<file path="config.mk">
export PLATFORM = sky130hd
export DESIGN_NAME = alu16
export DESIGN_NICKNAME = d
export VERILOG_FILES = /design/src/rtl/alu16_pkg.sv /design/src/rtl/alu16_arith.sv /design/src/rtl/alu16_logic.sv /design/src/rtl/alu16_flags.sv /design/src/rtl/alu16.sv
export SDC_FILE = /design/constraint.sdc
export NUM_CORES = 1
export LEC_CHECK = 0
export BUFFER_PORTS_ARGS = -buffer_cell sky130_fd_sc_hd__clkbuf_2
export CORE_ASPECT_RATIO = 1.25
export CORE_UTILIZATION = 25
export DETAILED_ROUTE_END_ITERATION = 7
export SETUP_SLACK_MARGIN = 0.3
export SLEW_MARGIN = 40
export SYNTH_ARGS = -nofsm -noshare
export SYNTH_HDL_FRONTEND = slang
export SYNTH_SLANG_ARGS = --single-unit
</file>
<file path="constraint.sdc">
create_clock -name vclk -period 13.8
set_input_delay 1.38 -clock vclk [all_inputs]
set_output_delay 1.38 -clock vclk [all_outputs]
set_load 0.005 [all_outputs]
</file>
<file path="src/rtl/alu16_pkg.sv">
package alu16_pkg;
    localparam int unsigned DATA_W = 16;
    localparam int unsigned OP_W   = 4;

    localparam logic [OP_W-1:0] OP_ADD = 4'd0;
    localparam logic [OP_W-1:0] OP_SUB = 4'd1;
    localparam logic [OP_W-1:0] OP_AND = 4'd2;
    localparam logic [OP_W-1:0] OP_OR  = 4'd3;
    localparam logic [OP_W-1:0] OP_SLT = 4'd4;
endpackage

</file>
<file path="src/rtl/alu16_arith.sv">
module alu16_arith #(
    parameter int unsigned W = 16
) (
    input  logic [W-1:0] a,
    input  logic [W-1:0] b,
    input  logic         sub_en,
    output logic [W-1:0] sum,
    output logic         less
);
    localparam int unsigned XW = W + 1;

    logic [XW-1:0] a_x;
    logic [XW-1:0] b_x;
    logic [XW-1:0] b_inv;
    logic [XW-1:0] total;

    always_comb begin
        a_x   = {a[W-1], a};
        b_x   = {b[W-1], b};
        b_inv = b_x ^ {XW{sub_en}};
        total = a_x + b_inv + XW'(sub_en);
        sum   = total[W-1:0];
        less  = total[XW-1];
    end
endmodule

</file>
<file path="src/rtl/alu16_logic.sv">
module alu16_logic #(
    parameter int unsigned W = 16
) (
    input  logic [W-1:0] a,
    input  logic [W-1:0] b,
    output logic [W-1:0] and_o,
    output logic [W-1:0] or_o
);
    for (genvar i = 0; i < W; i++) begin : g_bit
        assign and_o[i] = a[i] & b[i];
        assign or_o[i]  = a[i] | b[i];
    end
endmodule

</file>
<file path="src/rtl/alu16_flags.sv">
module alu16_flags #(
    parameter int unsigned W = 16
) (
    input  logic [W-1:0] res,
    output logic         neg,
    output logic         zero
);
    assign neg  = res[W-1];
    assign zero = ~|res;
endmodule

</file>
<file path="src/rtl/alu16.sv">
module alu16
    import alu16_pkg::*;
(
    input  logic [DATA_W-1:0] opa,
    input  logic [DATA_W-1:0] opb,
    input  logic [OP_W-1:0]   op_sel,
    output logic [DATA_W-1:0] result,
    output logic              neg_flag,
    output logic              zero_flag
);
    logic              sub_en;
    logic [DATA_W-1:0] sum_w;
    logic              less_w;
    logic [DATA_W-1:0] and_w;
    logic [DATA_W-1:0] or_w;

    assign sub_en = (op_sel != OP_ADD);

    alu16_arith #(.W(DATA_W)) u_arith (
        .a(opa), .b(opb), .sub_en(sub_en), .sum(sum_w), .less(less_w)
    );

    alu16_logic #(.W(DATA_W)) u_logic (
        .a(opa), .b(opb), .and_o(and_w), .or_o(or_w)
    );

    always_comb begin
        unique case (op_sel)
            OP_ADD:  result = sum_w;
            OP_SUB:  result = sum_w;
            OP_AND:  result = and_w;
            OP_OR:   result = or_w;
            OP_SLT:  result = {{(DATA_W-1){1'b0}}, less_w};
            default: result = '0;
        endcase
    end

    alu16_flags #(.W(DATA_W)) u_flags (
        .res(result), .neg(neg_flag), .zero(zero_flag)
    );

    always_comb begin
        if (op_sel == OP_ADD)
            a_r1_add_inverse: assert (DATA_W'(result - opb) == opa);
        if (op_sel == OP_SUB)
            a_r2_sub_inverse: assert (DATA_W'(result + opb) == opa);
        if (op_sel == OP_AND)
            a_r3_and_subset: assert ((result & ~opb) == '0);
        if (op_sel == OP_OR)
            a_r4_or_superset: assert ((result & opa) == opa);
        if (op_sel == OP_SLT)
            a_r5_slt_narrow: assert (result[DATA_W-1:1] == '0);
        if (op_sel > OP_SLT)
            a_r6_unused_zero: assert (result == '0);
        a_r7_zero_flag: assert (zero_flag == (result == '0));
        a_r8_neg_flag: assert (neg_flag == result[DATA_W-1]);
    end
endmodule

</file>
==> impl_results.md, run 1 <==
- Starting Density: 26.0%
- Final Hold Viols: 0
- Maximum vdd ir drop: 0.0163 mV
- Setup repair after global routing missed its margin: no
- Setup TNS Final: 0 ps
- Most frequent cells in the layout: 54 x clkbuf_2, 19 x xnor2_1, 19 x nand2_1
- WHS Path Cells: 4
- I/O Buffers: 54
- DRT Pass-1 Iters: 4
- Mapped Cells: around 180
- Nets: 284
- Lkg Pwr: about 0.73 nW
- Fill cell count: around 580
- Critical-path cell list: clkbuf_2 -> nor4_4 -> buf_4 -> xnor2_1 -> ha_1 -> and3b_1 -> a221oi_2 -> xor2_1 -> o21ai_1 -> or4_1 -> nor4_1 -> or4b_1 -> nor4_2 -> clkbuf_2
- CP Launch Type: primary input
- Grt ovf: 0
- DP Cell Count: 290
- Yosys warnings: 0
- DR WL/cell: 14.5 um
- Final instance area: 1670 um^2
- Storage element area: 0 um^2
- Post-route insts no fill: 290
- Pwr Total: 0.0722 mW
- Detail Placement HPWL: 3.46 mm
- Core region area: 5120 um^2
- Highest clock rate: 139 MHz
- Die width: 67.2 um
- WL final: 4.21 mm
- Final WS setup: 6630 ps
- Peak fanout along the critical path: 20
- Number of global-route vias before repair: 1517
- Drt initial violations: slightly below 70
- Tmin final: 7170 ps
- Seq/Total Area, Yosys: 0%
- # clk buffers: 0
- Crit. path cell count: 14
- Die span in y: ~84 um
- Most common cell after layout, fill and taps aside: clkbuf_2
- Largest net degree at the start of global routing: 21
- Die ar.: 5620 um^2
- Max-cap viol count: 0
- Pre-CTS setup slack: 6660 ps
- DR vias: 1566
- CP top delay family: simple AND/OR/NAND/NOR gates
- Critical path class: in -> out
- DRT antenna net count: 0
- Synthesized area: 1330 um^2
- Post-Syn Nets: 235
- Initial antenna violation count: 0
- Vias per inst: 5.40
- Seq_cells: 0
- Synthesis-to-layout area growth: 25.6%
- Slew Viols, Final: 0
- Hold Path End: result[4]
- Critical path endpoint category: output pin
- Hold path startpoint: opa[4]
- Power per cell area: 43.2 nW/um^2
- Outcome: complete, no violations
- GRT Total Usage: between 15 and 20%
- Global-route wire length before repair: 7.00 mm
- # Post-CTS Setup Buffers: 0
- Synth unique cells: between 50 and 60
- Avg Inst Size Synth: 7.35 um^2
- Worst-Margin Slew: 709 ps
- Layout cells sized above 1: 27.2%
- Util after Layout: 32.6%
- Resized cells post-CTS: 0
- GP Congestion: around 0.82
- Worst path arrival time: a little under 6000 ps
- Area of the multi-input gates: 1280 um^2
- WP buf/inv: 3
- Worst hold path type: in -> out
- Rel. slew slack: 52.2%
- Highest-delay cell along the critical path: nor4_4
- Cell mode on critical path: clkbuf_2
- Ports: 54
- DRC: 0
- CP max stage delay: 700 ps
- Post-CTS Hold Fix Bufs: 0
- Placed cell area: ~1700 um^2
- Ant. Diodes: 0
- Req. time, crit path: 12420 ps
- Placement Rows: 29
- Fin crit share: 52.0%
- Hold WS: 3180 ps
- Final setup violation count: 0
-- Yosys cell counts (all sizes together), types with 2 or more instances --
| master | instances | area share (%) |
|---|---|---|
| maj3 | 13 | 9.8 |
| o2111ai | 2 | 1.3 |
| clkbuf | 7 | 2.0 |
| o21ai | 13 | 4.9 |
| xor2 | 6 | 4.0 |
| a21oi | 13 | 4.9 |
| or3 | 3 | 1.4 |
| and3 | 2 | 0.94 |
| nor3 | 5 | 1.9 |
| inv | 6 | 1.7 |
| nand3 | 2 | 0.75 |
| o32ai | 3 | 2.0 |
| xnor2 | 19 | 13 |
| nor2 | 6 | 1.7 |
| buf | 2 | 0.85 |
| ha | 17 | 16 |
| a32o | 2 | 1.5 |
| a221oi | 2 | 1.8 |
| a22o | 3 | 2.0 |
| and2 | 3 | 1.4 |
| nor4 | 3 | 1.9 |
| or4 | 3 | 2.0 |
| o21a | 2 | 1.1 |
| a221o | 3 | 2.3 |
| a21boi | 2 | 1.1 |
| nand2 | 19 | 5.4 |
-- worst max-delay path by stage --
stage,start,to,slack [ps]
2_1_floorplan,op_sel[0],zero_flag,6390
3_3_place_gp,op_sel[0],zero_flag,6490
3_5_place_dp,op_sel[0],zero_flag,6660
4_1_cts,op_sel[0],zero_flag,6650
5_1_grt,op_sel[0],zero_flag,6340
6_report,op_sel[0],zero_flag,6630
-- worst min-delay path, delay by kind of cell --
kind	cells	cell delay [ps]
buf+inv	2	220
simple gates	1	80
compound gates	1	110
-- cell type report --
type                       count  share of cell area, %
multi-input combinational    166                   76.9
tap                           62                   4.64
inverter                       6                   1.35
timing repair buffer          56                   17.1
-- power by group --
group | total, mW | switching (mW) | leakage, nW | internal, mW
Sequential | 0 | 0 | 0 | 0
Combinational | 0.0722 | 0.0393 | 0.733 | 0.0329
Clock | 0 | 0 | 0 | 0
-- logic make-up after synthesis --
logic type	share of synthesized area [%]
muxes	0.753
buffers and inverters	4.52
and+or+nand+nor	21.9
adders and majority gates	27.3
AOI/OAI and AO/OA	29.1
xor gates and xnor gates	16.5
-- metal layers --
layer	up-vias	track usage (%)	wire length [um]
met5	-	0	0
met4	0	2.51	23
met3	2	1.37	243
met2	45	26.9	2090
met1	727	19.9	1850
li1	792	-	-
Power figures use the tool's default switching activity.
==> inputs of run 2 (changes only) <==
clock period = 6.6 ns   (was 13.8 ns; I/O delays follow)
==> impl_results.md, run 2 (synthesis results as in run 1) <==
- Highest clock rate: 188 MHz
- Ports: 54
- Setup TNS Final: 0 ps
- Req. time, crit path: just under 6000 ps
- Worst-Margin Slew: 676 ps
- # clk buffers: 0
- Critical path endpoint category: output pin
- Gr busiest metal: met2
- Fin crit share: 80.5%
- GRT Total Usage: 13.9%
- Critical-path cell list: clkbuf_2 -> nor4_2 -> buf_4 -> xnor2_1 -> ha_1 -> and3b_1 -> a221oi_2 -> xor2_1 -> o21ai_1 -> or4_1 -> nor4_1 -> or4b_1 -> nor4_2 -> clkbuf_2
- Power per cell area: 89.6 nW/um^2
- GP Congestion: 0.802
- Die span in y: 83.6 um
- Die width: 67.2 um
- Most frequent cells in the layout: 54 x clkbuf_2, 19 x xnor2_1, 19 x nand2_1
- Critical path class: in -> out
- Storage element area: 0 um^2
- DRC: 0
- Highest-delay cell along the critical path: or4_1
- Resized cells post-CTS: 0
- Post-CTS Hold Fix Bufs: 0
- M3 GR Usage: 1.23%
- Peak fanout along the critical path: 20
- Global-route wire length before repair: approximately 6.4 mm
- Worst hold path type: in -> out
- GR Util met1: 18.8%
- Placement Rows: 29
- Final Hold Viols: 0
- DR vias: between 1500 and 2000
- Rel. slew slack: 54.5%
- Slew Viols, Final: 0
- Starting Density: between 20% and 30%
- DRT antenna net count: 0
- Largest net degree at the start of global routing: 21
- Maximum vdd ir drop: between 0.03 and 0.04 mV
- Synthesis-to-layout area growth: 25.5%
- Fill cell count: between 500 and 600
- Layout cells sized above 1: about 28%
- Outcome: complete, no violations
- Worst path arrival time: 4650 ps
- Vias per inst: 5.35
- DR WL/cell: roughly 14 um
- Final setup violation count: 0
- Grt ovf: 0
- I/O Buffers: 54
- Nets: 285
- Seq_cells: 0
- Most common cell after layout, fill and taps aside: clkbuf_2
- Drt initial violations: 45
- Detail Placement HPWL: 3.32 mm
- Initial antenna violation count: 0
- # Post-CTS Setup Buffers: 0
- Met2 usage: 23.7%
- Die ar.: 5620 um^2
- Tmin final: ~5300 ps
- DRT Pass-1 Iters: 4
- Area of the multi-input gates: 1280 um^2
- Ant. Diodes: 0
- Lkg Pwr: between 0.7 and 0.8 nW
- Number of global-route vias before repair: 1427
- CP Launch Type: primary input
- Core region area: 5120 um^2
- CP max stage delay: 560 ps
- CP top delay family: simple AND/OR/NAND/NOR gates
- Setup repair after global routing missed its margin: no
- Max-cap viol count: 0
- WL final: between 4 and 5 mm
- WP buf/inv: 3
- Hold WS: 1740 ps
run 2: changes by cell type in the layout (fill, tap and decap cells not counted):
cell | before | now
buf_4 | 2 | 3
nor4_2 | 1 | 2
nor4_4 | 1 | 0
run 2: worst min-delay path, stage by stage:
cell,delay [ps]
clkbuf_2,100
nor2_1,80
o32ai_1,120
clkbuf_2,120
run 2: area by class of cell:
class / instances / area share [%]
inverters: 6 / 1.35
repair buffers: 57 / 17.5
well taps: 62 / 4.65
multi-input cells: 166 / 76.5
run 2: path summary, 6_finish.rpt:
| kind | from | to | depth (start not counted) |
|---|---|---|---|
| worst min-delay path | opa[2] | result[2] | 4 |
| worst max-delay path | op_sel[0] | zero_flag | 14 |
run 2: routing by layer:
layer  vias up  wire (um)
met2        54       1930
li1        790          -
met1       708       1840
met3         4        243
met4         0         30
met5         -          0
run 2: power by group:
group | switching [mW] | internal (mW)
clock network | 0 | 0
logic | 0.0806 | 0.0690
registers | 0 | 0
total | 0.0806 | 0.0690
run 2: metrics by stage:
stage          cells  utilization [%]  instance area, um^2  worst slack, ps  total power, mW
2_1_floorplan    181                -                 1330              634            0.103
3_3_place_gp     291             32.6                 1670             1360            0.148
3_5_place_dp     291             32.6                 1670             1300            0.149
4_1_cts          291             32.6                 1670             1300            0.149
5_1_grt          291             32.6                 1670             1020            0.166
6_report         291             32.6                 1670             1290            0.150
==> inputs of run 3 (changes only) <==
clock period = 4.6 ns   (was 6.6 ns; I/O delays follow)
==> impl_results.md, run 3 (synthesis results as in run 1) <==
- Max-cap viol count: 0
- Global-route wire length before repair: just over 7 mm
- Tmin final: 4300 ps
- Internal power: 0.126 mW
- Placement Rows: 29
- WP buf/inv: 4
- CP top delay family: compound AO/OA/AOI/OAI gates
- Critical path endpoint category: output pin
- Layout cells sized above 1: 36.7%
- DR vias: between 1500 and 2000
- Initial antenna violation count: 0
- Grt ovf: 0
- Number of global-route vias before repair: 1661
- GP Congestion: around 0.85
- Worst hold path type: in -> out
- Most frequent cells in the layout: 53 x clkbuf_2, 20 x buf_4, 19 x nand2_1
- WHS Path Cells: 4
- Core region area: 5120 um^2
- Fill cell count: approximately 570
- DRT antenna net count: 0
- Largest net degree at the start of global routing: 20
- Die span in y: 83.6 um
- Die ar.: 5620 um^2
- Sequential share of power: 0%
- Starting Density: 26.0%
- Crit. path cell count: 15
- Critical-path cell list: clkbuf_2 -> nor4_4 -> buf_4 -> xnor2_2 -> ha_1 -> buf_6 -> nor2b_4 -> o311a_4 -> o21a_1 -> a311o_1 -> a32o_2 -> a221o_1 -> or4b_4 -> nor4_2 -> buf_2
- Lkg Pwr: 0.857 nW
- Slew Viols, Final: 0
- Seq_cells: 0
- Critical path class: in -> out
- Hold WS: between 1000 and 1500 ps
- Rel. slew slack: 58.8%
- Peak fanout along the critical path: 4
- CP Launch Type: primary input
- DRT Pass-1 Iters: 4
- I/O Buffers: 54
- Final setup violation count: 0
- Ports: 54
- Die width: approximately 67 um
- Switching share of power: 50.2%
- Clock Power Share: 0%
- GRT Total Usage: 15.2%
- Most common cell after layout, fill and taps aside: clkbuf_2
- Post-CTS Hold Fix Bufs: 0
- Drt initial violations: just under 80
- Worst-Margin Slew: 618 ps
- Power per cell area: approximately 130 nW/um^2
- Vias per inst: 5.36
- Worst path arrival time: 3840 ps
- Detail Placement HPWL: 3.45 mm
- Fin crit share: about 93%
- Req. time, crit path: roughly 4100 ps
- Nets: 304
- Ant. Diodes: 0
- Setup repair after global routing missed its margin: yes
- DR WL/cell: between 10 and 15 um
- Setup TNS Final: 0 ps
- Highest clock rate: 233 MHz
- Final Hold Viols: 0
- Area of the multi-input gates: 1340 um^2
- Synthesis-to-layout area growth: 41.8%
- DRC: 0
- P_sw: 0.127 mW
- Highest-delay cell along the critical path: or4b_4
- Maximum vdd ir drop: 0.0620 mV
- CP max stage delay: between 400 and 500 ps
- Outcome: complete, no violations
- WL final: 4.29 mm
- # clk buffers: 0
- Combinational share of power: between 90% and 100%
- Storage element area: 0 um^2
[run 3: changes by cell type in the layout (fill, tap and decap cells not counted), sizes merged]
cell    before  now
clkbuf      54   53
buf          3   23
[run 3: worst paths after layout]
kind                  startpoint  slack (ps)         to
worst max-delay path   op_sel[2]         300  zero_flag
worst min-delay path      opa[2]        1370  result[2]
[run 3: cell type report]
class	count	area share, %
timing repair buffer	76	23.5
tap	62	4.11
inverter	6	1.19
multi-input combinational	166	71.2
[run 3: metrics by stage]
step | power [mW] | util (%) | instance area [um^2] | std cells | setup slack, ps
2_1_floorplan | 0.152 | - | 1390 | 181 | 167
3_3_place_gp | 0.225 | 34.6 | 1770 | 301 | 104
3_5_place_dp | 0.227 | 34.6 | 1770 | 301 | 120
4_1_cts | 0.249 | 36.6 | 1870 | 309 | 235
5_1_grt | 0.278 | 36.9 | 1890 | 310 | 159
6_report | 0.252 | 36.9 | 1890 | 310 | 300
[run 3: what timing repair did]
item,in CTS,in global routing
setup buffers,8,1
pin swaps,12,5
setup endpoints to repair,1,1
gates cloned,0,0
resized for setup,8,4
[run 3: power by group through the flow]
| stage | Combinational, mW | Sequential (mW) | Clock [mW] |
|---|---|---|---|
| after global routing | 0.278 | 0 | 0 |
| final | 0.252 | 0 | 0 |
| after floorplan | 0.152 | 0 | 0 |
| after detailed placement | 0.227 | 0 | 0 |
| after CTS | 0.249 | 0 | 0 |
| after global placement | 0.225 | 0 | 0 |
[run 3: per-layer routing]
| layer | GRT usage (%) | part of all wire [%] | wire (um) |
|---|---|---|---|
| met5 | 0 | 0 | 0 |
| met4 | 1.35 | 0.33 | 14 |
| met3 | 0.956 | 4.5 | 191 |
| met1 | 18.8 | 44 | 1880 |
| met2 | 28.6 | 51 | 2200 |
